File: src/rtl/dbs_pkg.sv
`timescale 1ns/1ps
package dbs_pkg;

    localparam int CMD_W = 24;
    localparam int RPL_W = 8;

    localparam logic [CMD_W-1:0] CMD_DL_BOOT  = 24'h000004;
    localparam logic [CMD_W-1:0] CMD_BOOT_ACK = 24'h000005;

    typedef enum logic [3:0] {
        S_IDLE, S_RESET, S_SETTLE, S_CMD_BOOT, S_WAIT1, S_READ1, S_STREAM,
        S_WAIT2, S_READ2, S_ACK, S_DONE, S_KICK, S_FAIL
    } state_e;

    typedef enum logic [1:0] {
        ST_IDLE = 2'd0, ST_BUSY = 2'd1, ST_DONE = 2'd2, ST_ERROR = 2'd3
    } stat_e;

    typedef enum logic [2:0] {
        E_NONE = 3'd0, E_INIT = 3'd1, E_INVALID = 3'd2, E_BOOT = 3'd3,
        E_CKSUM = 3'd4, E_APP = 3'd5, E_TIMEOUT = 3'd6
    } err_e;

    typedef enum logic [2:0] {
        RP_START, RP_SUCCESS, RP_INIT, RP_INVALID, RP_BOOT, RP_APP, RP_CKSUM, RP_OTHER
    } reply_e;

endpackage

File: src/rtl/dbs_countdown.sv
`timescale 1ns/1ps
module dbs_countdown #(
    parameter int W = 8
) (
    input  logic         clk,
    input  logic         rst_n,
    input  logic         load_i,
    input  logic [W-1:0] value_i,
    output logic         zero_o
);
    logic [W-1:0] cnt_q;

    always_ff @(posedge clk or negedge rst_n) begin
        if (!rst_n) begin
            cnt_q <= '0;
        end else if (load_i) begin
            cnt_q <= value_i;
        end else if (cnt_q != '0) begin
            cnt_q <= cnt_q - 1'b1;
        end
    end

    assign zero_o = (cnt_q == '0);
endmodule

File: src/rtl/dbs_reply_decode.sv
`timescale 1ns/1ps
module dbs_reply_decode
    import dbs_pkg::*;
(
    input  logic [RPL_W-1:0] byte_i,
    output reply_e           kind_o
);
    always_comb begin
        unique case (byte_i)
            8'h01:        kind_o = RP_START;
            8'h02:        kind_o = RP_SUCCESS;
            8'hF0:        kind_o = RP_APP;
            8'hFA, 8'hFC: kind_o = RP_BOOT;
            8'hFB:        kind_o = RP_INVALID;
            8'hFD, 8'hFE: kind_o = RP_INIT;
            8'hFF:        kind_o = RP_CKSUM;
            default:      kind_o = RP_OTHER;
        endcase
    end
endmodule

File: src/rtl/dsp_boot_seq.sv
`timescale 1ns/1ps
module dsp_boot_seq
    import dbs_pkg::*;
#(
    parameter int         RST_CYCLES    = 16,
    parameter int         SETTLE_CYCLES = 8,
    parameter int         TO_W          = 16,
    parameter logic       STRAP_WR      = 1'b1,
    parameter logic       STRAP_RD      = 1'b1
) (
    input  logic             clk,
    input  logic             rst_n,
    input  logic             start_i,
    input  logic             mode_par_i,
    input  logic [TO_W-1:0]  timeout_i,
    output logic             slv_rst_n_o,
    output logic [2:0]       strap_o,
    input  logic             slv_rdy_i,
    output logic             wr_valid_o,
    output logic [CMD_W-1:0] wr_data_o,
    input  logic             wr_ready_i,
    output logic             rd_req_o,
    input  logic             rd_valid_i,
    input  logic [RPL_W-1:0] rd_data_i,
    input  logic             img_valid_i,
    input  logic [CMD_W-1:0] img_data_i,
    input  logic             img_last_i,
    output logic             img_ready_o,
    input  logic             kick_i,
    input  logic [CMD_W-1:0] kick_word_i,
    output logic [1:0]       status_o,
    output logic [2:0]       err_code_o,
    output logic [RPL_W-1:0] err_byte_o
);
    localparam int DLY_MAX = (RST_CYCLES > SETTLE_CYCLES) ? RST_CYCLES : SETTLE_CYCLES;
    localparam int DLY_W   = $clog2(DLY_MAX + 1);
    localparam int CNT_W   = (DLY_W > TO_W) ? DLY_W : TO_W;
    localparam logic [CNT_W-1:0] RST_LD    = CNT_W'(RST_CYCLES - 1);
    localparam logic [CNT_W-1:0] SETTLE_LD = CNT_W'(SETTLE_CYCLES - 1);

    state_e           state_q, state_n;
    err_e             err_q, fail_code;
    logic [RPL_W-1:0] ebyte_q, fail_byte;
    logic             fail, clr_err;
    logic             ld;
    logic [CNT_W-1:0] ld_val;
    logic             cnt_zero;
    logic             slave_ready;
    reply_e           kind;

    assign slave_ready = mode_par_i ? slv_rdy_i : ~slv_rdy_i;

    dbs_countdown #(.W(CNT_W)) cnt_i (
        .clk     (clk),
        .rst_n   (rst_n),
        .load_i  (ld),
        .value_i (ld_val),
        .zero_o  (cnt_zero)
    );

    dbs_reply_decode dec_i (
        .byte_i (rd_data_i),
        .kind_o (kind)
    );

    // next state, counter loads and error capture
    always_comb begin
        state_n   = state_q;
        ld        = 1'b0;
        ld_val    = '0;
        fail      = 1'b0;
        fail_code = E_NONE;
        fail_byte = '0;
        clr_err   = 1'b0;
        unique case (state_q)
            S_IDLE, S_FAIL, S_DONE: begin
                if (start_i) begin
                    state_n = S_RESET;
                    ld      = 1'b1;
                    ld_val  = RST_LD;
                    clr_err = 1'b1;
                end else if (state_q == S_DONE && kick_i) begin
                    state_n = S_KICK;
                end
            end
            S_RESET: begin
                if (cnt_zero) begin
                    state_n = S_SETTLE;
                    ld      = 1'b1;
                    ld_val  = SETTLE_LD;
                end
            end
            S_SETTLE: begin
                if (cnt_zero) state_n = S_CMD_BOOT;
            end
            S_CMD_BOOT: begin
                if (wr_ready_i) begin
                    state_n = S_WAIT1;
                    ld      = 1'b1;
                    ld_val  = CNT_W'(timeout_i);
                end
            end
            S_WAIT1, S_WAIT2: begin
                if (slave_ready) begin
                    state_n = (state_q == S_WAIT1) ? S_READ1 : S_READ2;
                end else if (cnt_zero) begin
                    state_n   = S_FAIL;
                    fail      = 1'b1;
                    fail_code = E_TIMEOUT;
                end
            end
            S_READ1: begin
                if (rd_valid_i) begin
                    if (kind == RP_START) begin
                        state_n = S_STREAM;
                    end else begin
                        state_n   = S_FAIL;
                        fail      = 1'b1;
                        fail_byte = rd_data_i;
                        if (kind == RP_INIT)         fail_code = E_INIT;
                        else if (kind == RP_INVALID) fail_code = E_INVALID;
                        else                         fail_code = E_BOOT;
                    end
                end
            end
            S_STREAM: begin
                if (img_valid_i && wr_ready_i && img_last_i) begin
                    state_n = S_WAIT2;
                    ld      = 1'b1;
                    ld_val  = CNT_W'(timeout_i);
                end
            end
            S_READ2: begin
                if (rd_valid_i) begin
                    if (kind == RP_SUCCESS) begin
                        state_n = S_ACK;
                    end else begin
                        state_n   = S_FAIL;
                        fail      = 1'b1;
                        fail_byte = rd_data_i;
                        if (kind == RP_CKSUM)    fail_code = E_CKSUM;
                        else if (kind == RP_APP) fail_code = E_APP;
                        else                     fail_code = E_BOOT;
                    end
                end
            end
            S_ACK, S_KICK: begin
                if (wr_ready_i) state_n = S_DONE;
            end
            default: state_n = S_IDLE;
        endcase
    end

    // state register and latched error
    always_ff @(posedge clk or negedge rst_n) begin
        if (!rst_n) begin
            state_q <= S_IDLE;
            err_q   <= E_NONE;
            ebyte_q <= '0;
        end else begin
            state_q <= state_n;
            if (clr_err) begin
                err_q   <= E_NONE;
                ebyte_q <= '0;
            end else if (fail) begin
                err_q   <= fail_code;
                ebyte_q <= fail_byte;
            end
        end
    end

    // outputs from state
    always_comb begin
        slv_rst_n_o = 1'b1;
        strap_o     = 3'b000;
        wr_valid_o  = 1'b0;
        wr_data_o   = '0;
        rd_req_o    = 1'b0;
        img_ready_o = 1'b0;
        status_o    = ST_BUSY;
        unique case (state_q)
            S_IDLE:  status_o = ST_IDLE;
            S_DONE:  status_o = ST_DONE;
            S_FAIL:  status_o = ST_ERROR;
            S_RESET: begin
                slv_rst_n_o = 1'b0;
                strap_o     = {STRAP_WR, STRAP_RD, mode_par_i};
            end
            S_SETTLE: strap_o = {STRAP_WR, STRAP_RD, mode_par_i};
            S_CMD_BOOT: begin
                wr_valid_o = 1'b1;
                wr_data_o  = CMD_DL_BOOT;
            end
            S_READ1, S_READ2: rd_req_o = 1'b1;
            S_STREAM: begin
                wr_valid_o  = img_valid_i;
                wr_data_o   = img_data_i;
                img_ready_o = wr_ready_i;
            end
            S_ACK: begin
                wr_valid_o = 1'b1;
                wr_data_o  = CMD_BOOT_ACK;
            end
            S_KICK: begin
                wr_valid_o = 1'b1;
                wr_data_o  = kick_word_i;
            end
            default: status_o = ST_BUSY;
        endcase
    end

    assign err_code_o = err_q;
    assign err_byte_o = ebyte_q;
endmodule

File: config.mk
export PLATFORM = sky130hd
export DESIGN_NAME = dsp_boot_seq
export DESIGN_NICKNAME = d
export VERILOG_FILES = /design/src/rtl/dbs_pkg.sv /design/src/rtl/dbs_countdown.sv /design/src/rtl/dbs_reply_decode.sv /design/src/rtl/dsp_boot_seq.sv
export SDC_FILE = /design/constraint.sdc
export NUM_CORES = 1
export LEC_CHECK = 0
export ABC_AREA = 1
export BUFFER_PORTS_ARGS = -buffer_cell sky130_fd_sc_hd__buf_2
export CAP_MARGIN = 10
export CELL_PAD_IN_SITES_DETAIL_PLACEMENT = 1
export CELL_PAD_IN_SITES_GLOBAL_PLACEMENT = 1
export CORE_MARGIN = 2
export CORE_UTILIZATION = 30
export CTS_BUF_LIST = sky130_fd_sc_hd__clkbuf_4
export CTS_CLUSTER_SIZE = 20
export DETAILED_ROUTE_END_ITERATION = 12
export GPL_TIMING_DRIVEN = 0
export PLACE_DENSITY_LB_ADDON = 0.1
export RECOVER_POWER = 50
export SYNTH_ARGS = -nofsm -noshare
export SYNTH_HDL_FRONTEND = slang
export SYNTH_HIERARCHICAL = 1
export SYNTH_SLANG_ARGS = --single-unit
File: constraint.sdc
create_clock -name clk -period 2.1 [get_ports clk]
set_input_delay 0.105 -clock clk [delete_from_list [all_inputs] [get_ports clk]]
set_output_delay 0.105 -clock clk [all_outputs]
set_load 0.05 [all_outputs]
[Word-level counts from Yosys, hierarchy flattened]
Cells that the tools add are included.
Cells by class
  $add $sub $neg: 1
  $mul: 0
  divide/modulo/power cells: 0
  magnitude comparators: 0
  equal/unequal tests: 35
  shift-type cells: 0
  multiplexer cells: 63
  bitwise logic cells: 1
  reduce and logical (&&, ||, !) cells: 18
Operators by type and width (count)
  one-hot mux 24 bit (4 select lines): 1
  2-to-1 mux 16 bit: 4
  one-hot mux 16 bit (4 select lines): 1
  equality test 8 bit, second input constant: 7
  2-to-1 mux 4 bit: 14
  2-to-1 mux 8 bit: 6
  one-hot mux 4 bit (9 select lines): 1
  2-to-1 mux 3 bit: 11
  one-hot mux 3 bit (7 select lines): 1
  equality test 4 bit, second input constant: 5
  equality test 4 x 3 -> 1 bit, second input constant: 4
  zero test 16 bit: 1
  one-hot mux 8 bit (2 select lines): 1
  nonzero test 16 bit: 1
  subtractor 16 x 1 -> 16 bit, second input constant: 1
  2-to-1 mux 1 bit: 15
  OR reduction 2 bit: 6
  != test 2 bit, second input constant: 5
  one-hot mux 3 bit (3 select lines): 1
  AND reduction 9 bit: 1
  equality test 4 x 2 -> 1 bit, second input constant: 2
  equality test 8 x 1 -> 1 bit, second input constant: 1
  equality test 8 x 2 -> 1 bit, second input constant: 1
  equality test 3 x 2 -> 1 bit, second input constant: 2
  17 further kinds: 25
Word-level totals
  bits in registers: 31
  latch bits: 0
  memory bits (writable): 0
  bits in read-only memories: 0
  output and inout bits: 44
  memories kept: 0

[Longest topological paths before layout]
  depth after elaboration: 11
  mapped depth: 18
  gate-level depth less buffers: 18

[Hierarchy]
The synthesis kept the hierarchy.
By module, submodules not included
  dsp_boot_seq: times used 1, cells each 255, area an instance 1584.0 um^2
  dbs_countdown: times used 1, cells each 167, area an instance 1184.9 um^2
  dbs_reply_decode: times used 1, cells each 45, area an instance 210.2 um^2

[Worst setup path after synthesis]
OpenSTA, ideal clock, no wires.
  path kind: register to register
  from: register cnt_i.cnt_q[0]
  to: register cnt_i.cnt_q[3]
  library setup time: 0.113 ns
  arrival: 2.088 ns
  required time: 1.987 ns
  path slack: -0.101 ns
  cell stages (with the launch flop): 15
  path buffers: 2
  cell sequence: dfrtp_1 -> inv_1 -> ha_1 -> nand2_4 -> nor2_4 -> nand3_1 -> nor3_1 -> inv_1 -> o21a_1 -> nand2_1 -> buf_2 -> buf_2 -> o21ai_0 -> nand2_1 -> inv_1
On the way
  longest elaborated chain between the ends: 4
  elaborated cells on any way between the ends: 8
Ends and longest elaborated chain
  from (decl): RTL line dbs_countdown.sv:11  | logic [W-1:0] cnt_q;
  from (signal assigned): RTL line dbs_countdown.sv:17  | cnt_q <= value_i;
  from (signal assigned): RTL line dbs_countdown.sv:19  | cnt_q <= cnt_q - 1'b1;
  zero test 16 bit *: RTL line dbs_countdown.sv:23  | assign zero_o = (cnt_q == '0);
  named net cnt_zero: RTL line dsp_boot_seq.sv:47  | logic cnt_zero;
  2-to-1 mux 1 bit *: RTL line dsp_boot_seq.sv:87  | if (cnt_zero) begin
  one-hot mux 1 bit (4 select lines) *: RTL line dsp_boot_seq.sv:75  | unique case (state_q)
  named net ld: RTL line dsp_boot_seq.sv:45  | logic ld;
  2-to-1 mux 16 bit / nonzero test 2 bit (equally long branches)
The timed path passes the listed nets; every way through them passes the cells marked *. The select of a mux whose other input is x is not followed.
A chain may end at the register's enable or synchronous reset.

[Final worst setup path]
  from: register cnt_i.cnt_q[0]
  to: register cnt_i.cnt_q[11]
The elaborated chain is that of the path after synthesis.

==> run summary <==
Final ANT Viol Nets - 0
Die Ht - 104 µm
DR DRC count - 0
Top-count cell post-synth - nand2_1
Peak VDD IR - 798 µV
Setup crit start - cnt_i/cnt_q[0]
Max clock buf depth - 2
Met1 Usage GRT - 0.258
Hpwl dp - 8660 µm
Fin crit period - 2.00 ns
Final setup TNS - 0 ns
Met3 Use GR - 0.0227
Critical Path AT - 2.28 ns
Via density - 4.63
Top cell type's share of synthesized area - 0.260
Slowest library cell on the worst path - dfrtp_1
Most Crowded Layer GR - met2
RSZ-0062 raised after global routing - yes
CTS tree - done
Mapped Area - 2980 µm²
Worst hold path type - input port to flip-flop
Setup Viol. Count Final - 0
WL per Instance - 14.5 µm
Syn_nets - 550
Final wirelength - 10900 µm
Gr usage total - 0.202
Mapped Avg Cell Area - 6.38 µm²
Slowest cell delay on critical path - 0.41 ns
Simple-Gate Fraction of Synth Area - 0.463
First-pass GRT wire length - 18000 µm
Vias in the first global route - 3625
Yosys top cell by area - dfrtp_1
Power Dens Cells - 1450 nW/µm²
Worst-margin pin slew - 0.847 ns
Crit-path max FO - 6
I/O pin cnt - 126
Register bit total from synthesis - 31
R2r startpoint - cnt_i/cnt_q[0]
Port Buffers - 125
Top_reg_cell synth - dfrtp_1
CP endpoint kind - flip-flop
Area grow syn2layout - 43.0%
ANT cells - 0
Cell count after synthesis - 467
Fin Clk Skew - 0.0220 ns
Async SR Flop Fraction - 1.00
Compound-gate portion of the synthesized area - 0.142
Total number of vias - 3500
Row cnt - 36
Fraction of layout instances using a drive strength above 1 - 0.388
Clk sinks - 31
CP Data Required Time - 2.39 ns
Number of flops mapped to enable cells by yosys - 0
Initial antenna violation count - 0
Fraction of the mapped netlist area in adder cells - 0.00420
WHS - 0.00607 ns
Ys Warns - 6
Rel. slew slack - 0.436
Hold Startpoint - rd_data_i[6]
Seq/Total Area, Yosys - 0.260
Tcrit/Tclk final - 0.950
Starting DRT DRC Count - 127
Synth top area cells - dfrtp_1 26%, nand2_1 18%, inv_1 7.2%, nor2_1 7.2%, a22o_1 6.5%
Placer Congestion - 0.833
Total power draw - 6.18 mW
Gr ovfl total - 0
Root Driver - clkbuf_4
CP Class - flip-flop to flip-flop
Met2 Track Usage GR - 0.372
Core area - 9680 µm²
Clock transition at the registers of the reported paths - 0.13 ns
Slew Viols, Final - 0
Mux share of post-synthesis cell area - 0
Starting Density - 0.308
Yosys cell types - 32
Worst skew pair latency - 0.35 ns
Pin count of the biggest net entering global routing - 32
Total die area - 10700 µm²
Fmax - 0.501 GHz
DRT Pass-1 Iters - 4
Hold Violations, Final - 0
CP Cell Sequence - inv_2 > ha_4 > nand2_4 > nor2_4 > nand3_4 > nor3_4 > inv_2 > o21a_4 > nand2_4 > buf_6 > buf_8 > buf_6 > nand2_1 > nand2_1
Reg2Reg Setup Slack - 0.10 ns
Filler Cell Count - 1317
Leakage dissipation - 2.35 nW
Ranking of synthesized cells by instance count - 145 x nand2_1, 57 x inv_1, 57 x nor2_1
Htree depth - 2
Xor/xnor share of the synthesized area - 0.0176
Horiz. Die Dim - 104 µm
Cts bufs inserted - 5
Final #Nets - 705
Outcome - completed
Max-Cap Viols - 0
Largest family of logic cells by synthesized area - simple AND/OR/NAND/NOR gates
CP startpoint kind - flip-flop
## worst paths after layout
check | endpoint | depth (start not counted)
setup / recovery | cnt_i/cnt_q[11] | 14
min in group asynchronous | err_byte_o[5] | 2
setup reg to reg | cnt_i/cnt_q[11] | 14
max in group asynchronous | state_q[3] | 2
hold / removal | err_byte_o[6] | 3
hold reg to reg | err_byte_o[2] | 2
## worst max-delay path: cells and delay by family, from the launching register on
family	cells	cell delay, ns
and+or+nand+nor	7	0.61
AOI/OAI and AO/OA	1	0.24
adders and majority gates	1	0.16
buffers and inverters	5	0.52
DFF	1	0.41
## layout make-up
type	count	area (µm²)	area share
Buffer	12	124	0.0291
Clock buffer	5	37.5	0.00881
Clock inverter	3	20.0	0.00470
Inverter	65	249	0.0584
Multi-Input combinational cell	359	2020	0.474
Sequential cell	31	779	0.183
Tap cell	133	166	0.0391
Timing Repair Buffer	148	863	0.203
## state kept, by name, indices dropped and copies added, names as in the netlist
name	count
cnt_i/cnt_q	16
err_byte_o	8
state_q	4
err_code_o	3
## per-stage QoR
step	worst slack [ns]	utilization	std cells	area, µm²
6_report	0.104	0.440	756	4260
5_1_grt	-0.0361	0.440	756	4260
4_1_cts	0.00245	0.418	750	4050
3_5_place_dp	-0.602	0.391	725	3790
3_3_place_gp	-0.555	0.391	725	3790
2_1_floorplan	0.00225	-	467	2990
## cell usage in the layout, fill, tap and decap left out, drive strengths merged, types with 5 or more instances in the layout
master	n
a21oi	7
o21ai	26
clkbuf	40
buf	123
inv	65
a22o	22
dfrtp	31
nand3	42
nor2	79
nand2	158
nand4	5
## cells by family after synthesis
kind of cell	count (synthesis)
flops	31
simple gates	291
xor+xnor	6
buf+inv	77
compound gates	61
fa+ha+maj	1
## where the power goes
part / switching (mW) / leakage, nW / internal, mW
Sequential: 0.246 / 0.401 / 0.862
Clock: 0.243 / 0.0272 / 0.128
Combinational: 3.11 / 1.92 / 1.59
## repair_timing
item / CTS / global route
gates resized for setup: 24 / 60
cloned: 0 / 1
hold buffers: 2 / 0
setup buffers: 15 / 5
endpoints found under the setup margin: 54 / 43
hold endpoints to repair: 32 / 0
pin swaps: 6 / 13
## per-layer routing
layer	up-vias	part of all wire
li1	1796	-
met1	1661	0.45
met2	32	0.53
met3	11	0.014
met4	0	0.0098
met5	-	0
Power figures use the tool's default switching activity.
